--- src/rtl/trig_timer_pkg.sv ---
package trig_timer_pkg;
   typedef enum logic [2:0] {
      TRG_FORCE     = 3'd0,
      TRG_RUN       = 3'd1,
      TRG_UPDATE    = 3'd2,
      TRG_CMP_PULSE = 3'd3,
      TRG_REF0      = 3'd4,
      TRG_REF1      = 3'd5,
      TRG_REF2      = 3'd6,
      TRG_REF3      = 3'd7
   } trg_sel_e;

   localparam int unsigned ADDR_CTRL   = 0;
   localparam int unsigned ADDR_EVGEN  = 1;
   localparam int unsigned ADDR_PRESC  = 2;
   localparam int unsigned ADDR_RELOAD = 3;
   localparam int unsigned ADDR_CMP0   = 4;
   localparam int unsigned ADDR_COUNT  = 8;
   localparam int unsigned ADDR_STATUS = 9;

   localparam int unsigned CTRL_RUN_BIT = 0;
   localparam int unsigned CTRL_BUF_BIT = 1;
   localparam int unsigned CTRL_SEL_LSB = 4;
endpackage

--- src/rtl/trig_timer_regs.sv ---
module trig_timer_regs import trig_timer_pkg::*; #(
   parameter int unsigned DW    = 32,
   parameter int unsigned AW    = 4,
   parameter int unsigned CNT_W = 16,
   parameter int unsigned PSC_W = 16,
   parameter int unsigned NCH   = 4
) (
   input  logic                       clk,
   input  logic                       rst_n,
   input  logic                       wr_en,
   input  logic [AW-1:0]              wr_addr,
   input  logic [DW-1:0]              wr_data,
   input  logic [AW-1:0]              rd_addr,
   output logic [DW-1:0]              rd_data,
   input  logic [CNT_W-1:0]           cnt,
   input  logic [NCH-1:0]             flags,
   output logic                       run_q,
   output logic                       buf_q,
   output trg_sel_e                   sel_q,
   output logic [PSC_W-1:0]           psc_q,
   output logic [CNT_W-1:0]           arr_q,
   output logic [NCH-1:0][CNT_W-1:0]  cmp_q,
   output logic                       ug_q,
   output logic [NCH-1:0]             flag_clr
);
   localparam int unsigned SEL_MSB = CTRL_SEL_LSB + 2;

   logic unused_wdata;
   assign unused_wdata = ^wr_data;

   always_ff @(posedge clk or negedge rst_n) begin
      if (!rst_n) begin
         run_q <= 1'b0;
         buf_q <= 1'b0;
         sel_q <= TRG_FORCE;
         psc_q <= '0;
         arr_q <= '0;
         cmp_q <= '0;
         ug_q  <= 1'b0;
      end else begin
         ug_q <= wr_en && (wr_addr == AW'(ADDR_EVGEN)) && wr_data[0];
         if (wr_en) begin
            case (wr_addr)
               AW'(ADDR_CTRL): begin
                  run_q <= wr_data[CTRL_RUN_BIT];
                  buf_q <= wr_data[CTRL_BUF_BIT];
                  sel_q <= trg_sel_e'(wr_data[SEL_MSB:CTRL_SEL_LSB]);
               end
               AW'(ADDR_PRESC):  psc_q <= wr_data[PSC_W-1:0];
               AW'(ADDR_RELOAD): arr_q <= wr_data[CNT_W-1:0];
               default: ;
            endcase
            for (int i = 0; i < NCH; i++) begin
               if (wr_addr == AW'(ADDR_CMP0 + i)) cmp_q[i] <= wr_data[CNT_W-1:0];
            end
         end
      end
   end

   assign flag_clr = (wr_en && (wr_addr == AW'(ADDR_STATUS))) ? wr_data[NCH-1:0] : '0;

   always_comb begin
      rd_data = '0;
      case (rd_addr)
         AW'(ADDR_CTRL): begin
            rd_data[CTRL_RUN_BIT]             = run_q;
            rd_data[CTRL_BUF_BIT]             = buf_q;
            rd_data[SEL_MSB:CTRL_SEL_LSB]     = sel_q;
         end
         AW'(ADDR_PRESC):  rd_data[PSC_W-1:0] = psc_q;
         AW'(ADDR_RELOAD): rd_data[CNT_W-1:0] = arr_q;
         AW'(ADDR_COUNT):  rd_data[CNT_W-1:0] = cnt;
         AW'(ADDR_STATUS): rd_data[NCH-1:0]   = flags;
         default: ;
      endcase
      for (int i = 0; i < NCH; i++) begin
         if (rd_addr == AW'(ADDR_CMP0 + i)) rd_data[CNT_W-1:0] = cmp_q[i];
      end
   end
endmodule

--- src/rtl/trig_timer_core.sv ---
module trig_timer_core #(
   parameter int unsigned CNT_W = 16,
   parameter int unsigned PSC_W = 16
) (
   input  logic             clk,
   input  logic             rst_n,
   input  logic             run,
   input  logic             buf_en,
   input  logic             ug,
   input  logic [PSC_W-1:0] psc_pre,
   input  logic [CNT_W-1:0] arr_pre,
   output logic [CNT_W-1:0] cnt_q,
   output logic [PSC_W-1:0] pcnt_q,
   output logic [PSC_W-1:0] psc_act_q,
   output logic             upd
);
   logic [CNT_W-1:0] arr_act_q;
   logic [CNT_W-1:0] arr_eff;
   logic             tick;
   logic             wrap;

   assign arr_eff = buf_en ? arr_act_q : arr_pre;
   assign tick    = run && (pcnt_q == psc_act_q);
   assign wrap    = tick && (cnt_q == arr_eff);
   assign upd     = ug || wrap;

   always_ff @(posedge clk or negedge rst_n) begin
      if (!rst_n) begin
         cnt_q     <= '0;
         pcnt_q    <= '0;
         psc_act_q <= '0;
         arr_act_q <= '0;
      end else if (ug) begin
         cnt_q     <= '0;
         pcnt_q    <= '0;
         psc_act_q <= psc_pre;
         arr_act_q <= arr_pre;
      end else if (run) begin
         if (tick) begin
            pcnt_q <= '0;
            if (wrap) begin
               cnt_q     <= '0;
               psc_act_q <= psc_pre;
               arr_act_q <= arr_pre;
            end else begin
               cnt_q <= cnt_q + CNT_W'(1);
            end
         end else begin
            pcnt_q <= pcnt_q + PSC_W'(1);
         end
      end
   end
endmodule

--- src/rtl/trig_timer_chan.sv ---
module trig_timer_chan #(
   parameter int unsigned CNT_W = 16
) (
   input  logic             clk,
   input  logic             rst_n,
   input  logic [CNT_W-1:0] cnt,
   input  logic [CNT_W-1:0] cmp,
   input  logic             run,
   input  logic             ug,
   input  logic             first_step,
   input  logic             clr,
   output logic             ref_o,
   output logic             hit_o,
   output logic             flag_o
);
   assign ref_o = cnt < cmp;
   assign hit_o = run && !ug && first_step && (cnt == cmp);

   always_ff @(posedge clk or negedge rst_n) begin
      if (!rst_n) flag_o <= 1'b0;
      else        flag_o <= (flag_o && !clr) || hit_o;
   end
endmodule

--- src/rtl/trig_timer_trgsel.sv ---
module trig_timer_trgsel import trig_timer_pkg::*; #(
   parameter int unsigned NCH = 4
) (
   input  trg_sel_e       sel,
   input  logic           ug,
   input  logic           run,
   input  logic           upd,
   input  logic           hit0,
   input  logic [NCH-1:0] refs,
   output logic           trgo
);
   localparam int unsigned NREF = 4;
   logic [NREF-1:0] ref_pad;

   for (genvar i = 0; i < NREF; i++) begin : g_pad
      if (i < NCH) begin : g_have
         assign ref_pad[i] = refs[i];
      end else begin : g_none
         assign ref_pad[i] = 1'b0;
      end
   end

   always_comb begin
      case (sel)
         TRG_FORCE:     trgo = ug;
         TRG_RUN:       trgo = run;
         TRG_UPDATE:    trgo = upd;
         TRG_CMP_PULSE: trgo = hit0;
         default:       trgo = ref_pad[sel[1:0]];
      endcase
   end
endmodule

--- src/rtl/trig_timer.sv ---
module trig_timer import trig_timer_pkg::*; #(
   parameter int unsigned DW    = 32,
   parameter int unsigned AW    = 4,
   parameter int unsigned CNT_W = 16,
   parameter int unsigned PSC_W = 16,
   parameter int unsigned NCH   = 4
) (
   input  logic           clk,
   input  logic           rst_n,
   input  logic           wr_en,
   input  logic [AW-1:0]  wr_addr,
   input  logic [DW-1:0]  wr_data,
   input  logic [AW-1:0]  rd_addr,
   output logic [DW-1:0]  rd_data,
   output logic           upd_o,
   output logic           trgo_o,
   output logic [NCH-1:0] oc_ref_o,
   output logic [NCH-1:0] cmp_flag_o
);
   if (NCH < 1 || NCH > 4) begin : g_bad_nch
      $error("trig_timer: NCH must lie in 1..4");
   end
   if (CNT_W < 2 || CNT_W > DW || PSC_W < 1 || PSC_W > DW) begin : g_bad_width
      $error("trig_timer: counter and prescaler widths must fit the data bus");
   end
   if (AW < 4 || DW < 8) begin : g_bad_bus
      $error("trig_timer: address needs 4 bits and data 8 bits at least");
   end

   logic                      run_q;
   logic                      buf_q;
   trg_sel_e                  sel_q;
   logic [PSC_W-1:0]          psc_pre;
   logic [CNT_W-1:0]          arr_pre;
   logic [NCH-1:0][CNT_W-1:0] cmp_q;
   logic                      ug_q;
   logic [NCH-1:0]            flag_clr;
   logic [CNT_W-1:0]          cnt_q;
   logic [PSC_W-1:0]          pcnt_q;
   logic [PSC_W-1:0]          psc_act_q;
   logic [NCH-1:0]            hit_v;
   logic                      first_step;

   trig_timer_regs #(.DW(DW), .AW(AW), .CNT_W(CNT_W), .PSC_W(PSC_W), .NCH(NCH)) i_regs (
      .clk(clk), .rst_n(rst_n), .wr_en(wr_en), .wr_addr(wr_addr), .wr_data(wr_data),
      .rd_addr(rd_addr), .rd_data(rd_data), .cnt(cnt_q), .flags(cmp_flag_o),
      .run_q(run_q), .buf_q(buf_q), .sel_q(sel_q), .psc_q(psc_pre), .arr_q(arr_pre),
      .cmp_q(cmp_q), .ug_q(ug_q), .flag_clr(flag_clr)
   );

   trig_timer_core #(.CNT_W(CNT_W), .PSC_W(PSC_W)) i_core (
      .clk(clk), .rst_n(rst_n), .run(run_q), .buf_en(buf_q), .ug(ug_q),
      .psc_pre(psc_pre), .arr_pre(arr_pre), .cnt_q(cnt_q), .pcnt_q(pcnt_q),
      .psc_act_q(psc_act_q), .upd(upd_o)
   );

   assign first_step = (pcnt_q == '0);

   for (genvar i = 0; i < NCH; i++) begin : g_chan
      trig_timer_chan #(.CNT_W(CNT_W)) i_chan (
         .clk(clk), .rst_n(rst_n), .cnt(cnt_q), .cmp(cmp_q[i]), .run(run_q), .ug(ug_q),
         .first_step(first_step), .clr(flag_clr[i]), .ref_o(oc_ref_o[i]),
         .hit_o(hit_v[i]), .flag_o(cmp_flag_o[i])
      );
   end

   trig_timer_trgsel #(.NCH(NCH)) i_trgsel (
      .sel(sel_q), .ug(ug_q), .run(run_q), .upd(upd_o), .hit0(hit_v[0]),
      .refs(oc_ref_o), .trgo(trgo_o)
   );
endmodule

--- config.mk ---
export PLATFORM = sky130hd
export DESIGN_NAME = trig_timer
export DESIGN_NICKNAME = d
export VERILOG_FILES = /design/src/rtl/trig_timer_pkg.sv /design/src/rtl/trig_timer_regs.sv /design/src/rtl/trig_timer_core.sv /design/src/rtl/trig_timer_chan.sv /design/src/rtl/trig_timer_trgsel.sv /design/src/rtl/trig_timer.sv
export SDC_FILE = /design/constraint.sdc
export NUM_CORES = 1
export LEC_CHECK = 0
export BUFFER_PORTS_ARGS = -buffer_cell sky130_fd_sc_hd__buf_2
export CORE_AREA = 2 2 163 165
export DETAILED_ROUTE_END_ITERATION = 10
export DIE_AREA = 0 0 165 167
export GPL_TIMING_DRIVEN = 0
export PLACE_DENSITY_LB_ADDON = 0.1
export SYNTH_ARGS = -nofsm -noshare
export SYNTH_HDL_FRONTEND = slang
export SYNTH_SLANG_ARGS = --single-unit
--- constraint.sdc ---
create_clock -name clk -period 6.25 [get_ports clk]
set_input_delay 0.625 -clock clk [delete_from_list [all_inputs] [get_ports clk]]
set_output_delay 0.625 -clock clk [all_outputs]
set_load 0.02 [all_outputs]
==> impl_metrics.env <==
export IMPL_gp_congestion=0.8959
export IMPL_clock_sinks=170
export IMPL_cellLeakagePower_nw=5.274
export IMPL_nFillCells=2458
export IMPL_worstRegToRegCells=7
export IMPL_final_cell_mix="dfrtp_1 (170), nand2_1 (85), inv_1 (69)"
export IMPL_maxCapViolCount=0
export IMPL_grt_use_total_pct=22.92
export IMPL_io_buffers=49
export IMPL_fin_area_sq_um=11480
export IMPL_pin_count=85
export IMPL_cts_tree="built"
export IMPL_worstPathArrival_ns=4.27
export IMPL_seq_area_frac_synth_pct=41.91
export IMPL_finClkSkew_ns=0.01402
export IMPL_die_x_um=165
export IMPL_synth_flop_cell="dfrtp_1"
export IMPL_rsz0062_at_grt="false"
export IMPL_avgSynthCellArea_sq_um=9.941
export IMPL_n_antenna_cell=0
export IMPL_num_rows=59
export IMPL_crit_end="trgo_o"
export IMPL_hold_viol_final=0
export IMPL_cts_buffers=17
export IMPL_instances_no_fill=1454
export IMPL_cts_setup_buffers=0
export IMPL_antenna_found_initial=0
export IMPL_fp_coreArea_sq_um=25760
export IMPL_viasPerCell=5.434
export IMPL_syn_inst=1021
export IMPL_multi_input_area_sq_um=5255
export IMPL_wl_per_cell_um=20.92
export IMPL_grt_pass1_wl_um=46970
export IMPL_post_route_min_period_ns=4.892
export IMPL_holdBufCountCts=0
export IMPL_regArea_sq_um=4254
export IMPL_finalNetCount=1216
export IMPL_synth_edf_count=0
export IMPL_slew_headroom_pct=14.37
export IMPL_setup_viol=0
export IMPL_fmax_mhz=204.4
export IMPL_dp_cells=1421
export IMPL_worstSetupStartpoint="i_core.cnt_q[11]$_DFFE_PN0P_"
export IMPL_cts_resized=0
export IMPL_end_kind="output port"
export IMPL_final_common_cell="dfrtp_1"
export IMPL_drv_slew=0
export IMPL_clock_latency_ns=0.44
export IMPL_async_flop_share_pct=100.0
export IMPL_ys_seq_elements=170
export IMPL_finalCritPeriodShare_pct=78.27
export IMPL_dp_hpwl_um=23350
export IMPL_htreeDepth=4
export IMPL_routed_wl_um=30420
export IMPL_grt_max_degree=102
export IMPL_ir_drop_uv=207.2
export IMPL_setup_tns_ns=0
export IMPL_worst_pin_slew_ns=1.275
export IMPL_p_per_area_nw_per_um2=306.9
export IMPL_path_max_fanout=10
export IMPL_rr_startpoint="i_core.cnt_q[2]$_DFFE_PN0P_"
export IMPL_worstSetupStartpointType="register"
export IMPL_clk_pin_slew_worst_paths_ns=0.07
export IMPL_drt_iter0_drc=601
export IMPL_min_path_type="input port to async pin"
export IMPL_drive_gt1_share_pct=16.80
export IMPL_crit_required_ns=5.62
export IMPL_start_util_pct=39.40
export IMPL_final_core_util_pct=44.56
export IMPL_synth_cell_types=62
export IMPL_ys_warn_count=0
export IMPL_firstDrtPassIters=5
export IMPL_clock_path_buffers=2
export IMPL_syn_cell_area_sq_um=10150
export IMPL_postPlaceCellArea_sq_um=10910
export IMPL_reg2reg_setup_slack_ns=3.22
export IMPL_cts_root_buf="clkbuf_16"
export IMPL_whs_ns=0.1529
export IMPL_num_vias=7901
export IMPL_die_h_um=167
export IMPL_die_area_sq_um=27560
export IMPL_grt_pass1_vias=7705
export IMPL_crit_type="register to output port"
export IMPL_ant_nets=0
export IMPL_grt_overflow=0
export IMPL_remaining_drc_errors=0
export IMPL_area_growth_pct=13.10
export IMPL_r2r_end="i_core.psc_act_q[14]$_DFFE_PN0P_"
export IMPL_status="completed"
[worst max-delay path, cell delays in order (launching register included)]
cell,delay [ns]
dfrtp_1,0.56
ha_1,0.41
nand4_1,0.20
nor4_1,0.72
nor4bb_1,0.87
a311o_1,0.28
a21oi_1,0.05
a311oi_1,0.47
buf_2,0.26
[per-stage QoR]
step | power, mW | setup WS (ns)
after floorplan | 2.148 | 3.193
after global placement | 2.456 | 1.557
after detailed placement | 2.475 | 1.954
after CTS | 3.543 | 1.473
after global routing | 3.733 | 1.374
final | 3.524 | 1.358
[cells in the mapped netlist, types with 13 or more instances]
cell,count,share of area (%)
buf_4,25,1.8
a31oi_1,13,0.80
ha_1,67,8.3
mux2i_1,19,1.9
xnor2_1,40,3.5
mux2_1,30,3.3
a21oi_1,51,2.5
nor2_1,57,2.1
nand2_1,85,3.1
xor2_1,13,1.1
mux2_2,59,6.5
nand3_1,26,1.3
a222oi_1,14,1.4
o21ai_0,67,3.3
dfrtp_1,170,42
nor4_1,16,0.99
a22oi_1,14,1.0
inv_1,69,2.6
clkbuf_1,38,1.4
nand4_1,22,1.4
and3_1,13,0.80
[cells by family after synthesis]
kind of cell / share of synthesized area (%)
simple gates: 13.40
compound gates: 13.20
mux: 11.75
fa+ha+maj: 8.259
other cells: 0.03695
flops: 41.91
xor+xnor: 4.574
buf+inv: 6.866
[flip-flops by register name (all words and copies together) (netlist names)]
signal,count
i_regs.cmp_q,64
g_chan.i_chan.flag_o,4
i_core.pcnt_q,16
i_core.psc_act_q,16
i_regs.buf_q,1
i_core.arr_act_q,16
i_regs.ug_q,1
i_regs.arr_q,16
i_regs.sel_q,3
i_core.cnt_q,16
i_regs.run_q,1
i_regs.psc_q,16
[worst min path at each step]
stage | slack, ns | to
global placement | 0.47 | i_core.arr_act_q[14]$_DFFE_PN0P_
global route | 0.19 | i_core.arr_act_q[3]$_DFFE_PN0P_
CTS | 0.18 | i_regs.cmp_q[63]$_DFFE_PN0P_
detailed placement | 0.47 | i_core.arr_act_q[5]$_DFFE_PN0P_
finish | 0.15 | i_core.psc_act_q[3]$_DFFE_PN0P_
floorplan | 0.33 | g_chan[0].i_chan.flag_o$_DFF_PN0_
[report_power, final]
group / total [mW] / internal (mW) / switching [mW]
Clock: 1.06 / 0.561 / 0.501
Sequential: 1.53 / 1.33 / 0.206
Combinational: 0.929 / 0.400 / 0.529
Total: 3.52 / 2.29 / 1.24
[per-layer routing]
metal | share of wire (%) | global-route usage, %
met5 | 0 | 0
met4 | 2.3 | 6.692
met3 | 3.2 | 3.138
met2 | 46 | 36.43
met1 | 48 | 32.47
[final cells by class]
cell class	count	share of cell area, %
buffer	75	3.815
clock buffer	19	3.771
clock inverter	13	1.166
inverter	69	2.256
multi-input combinational	722	45.78
sequential	170	37.06
tap	335	3.651
timing repair buffer	51	2.507
Note: power is estimated with default switching activity, not from simulation.
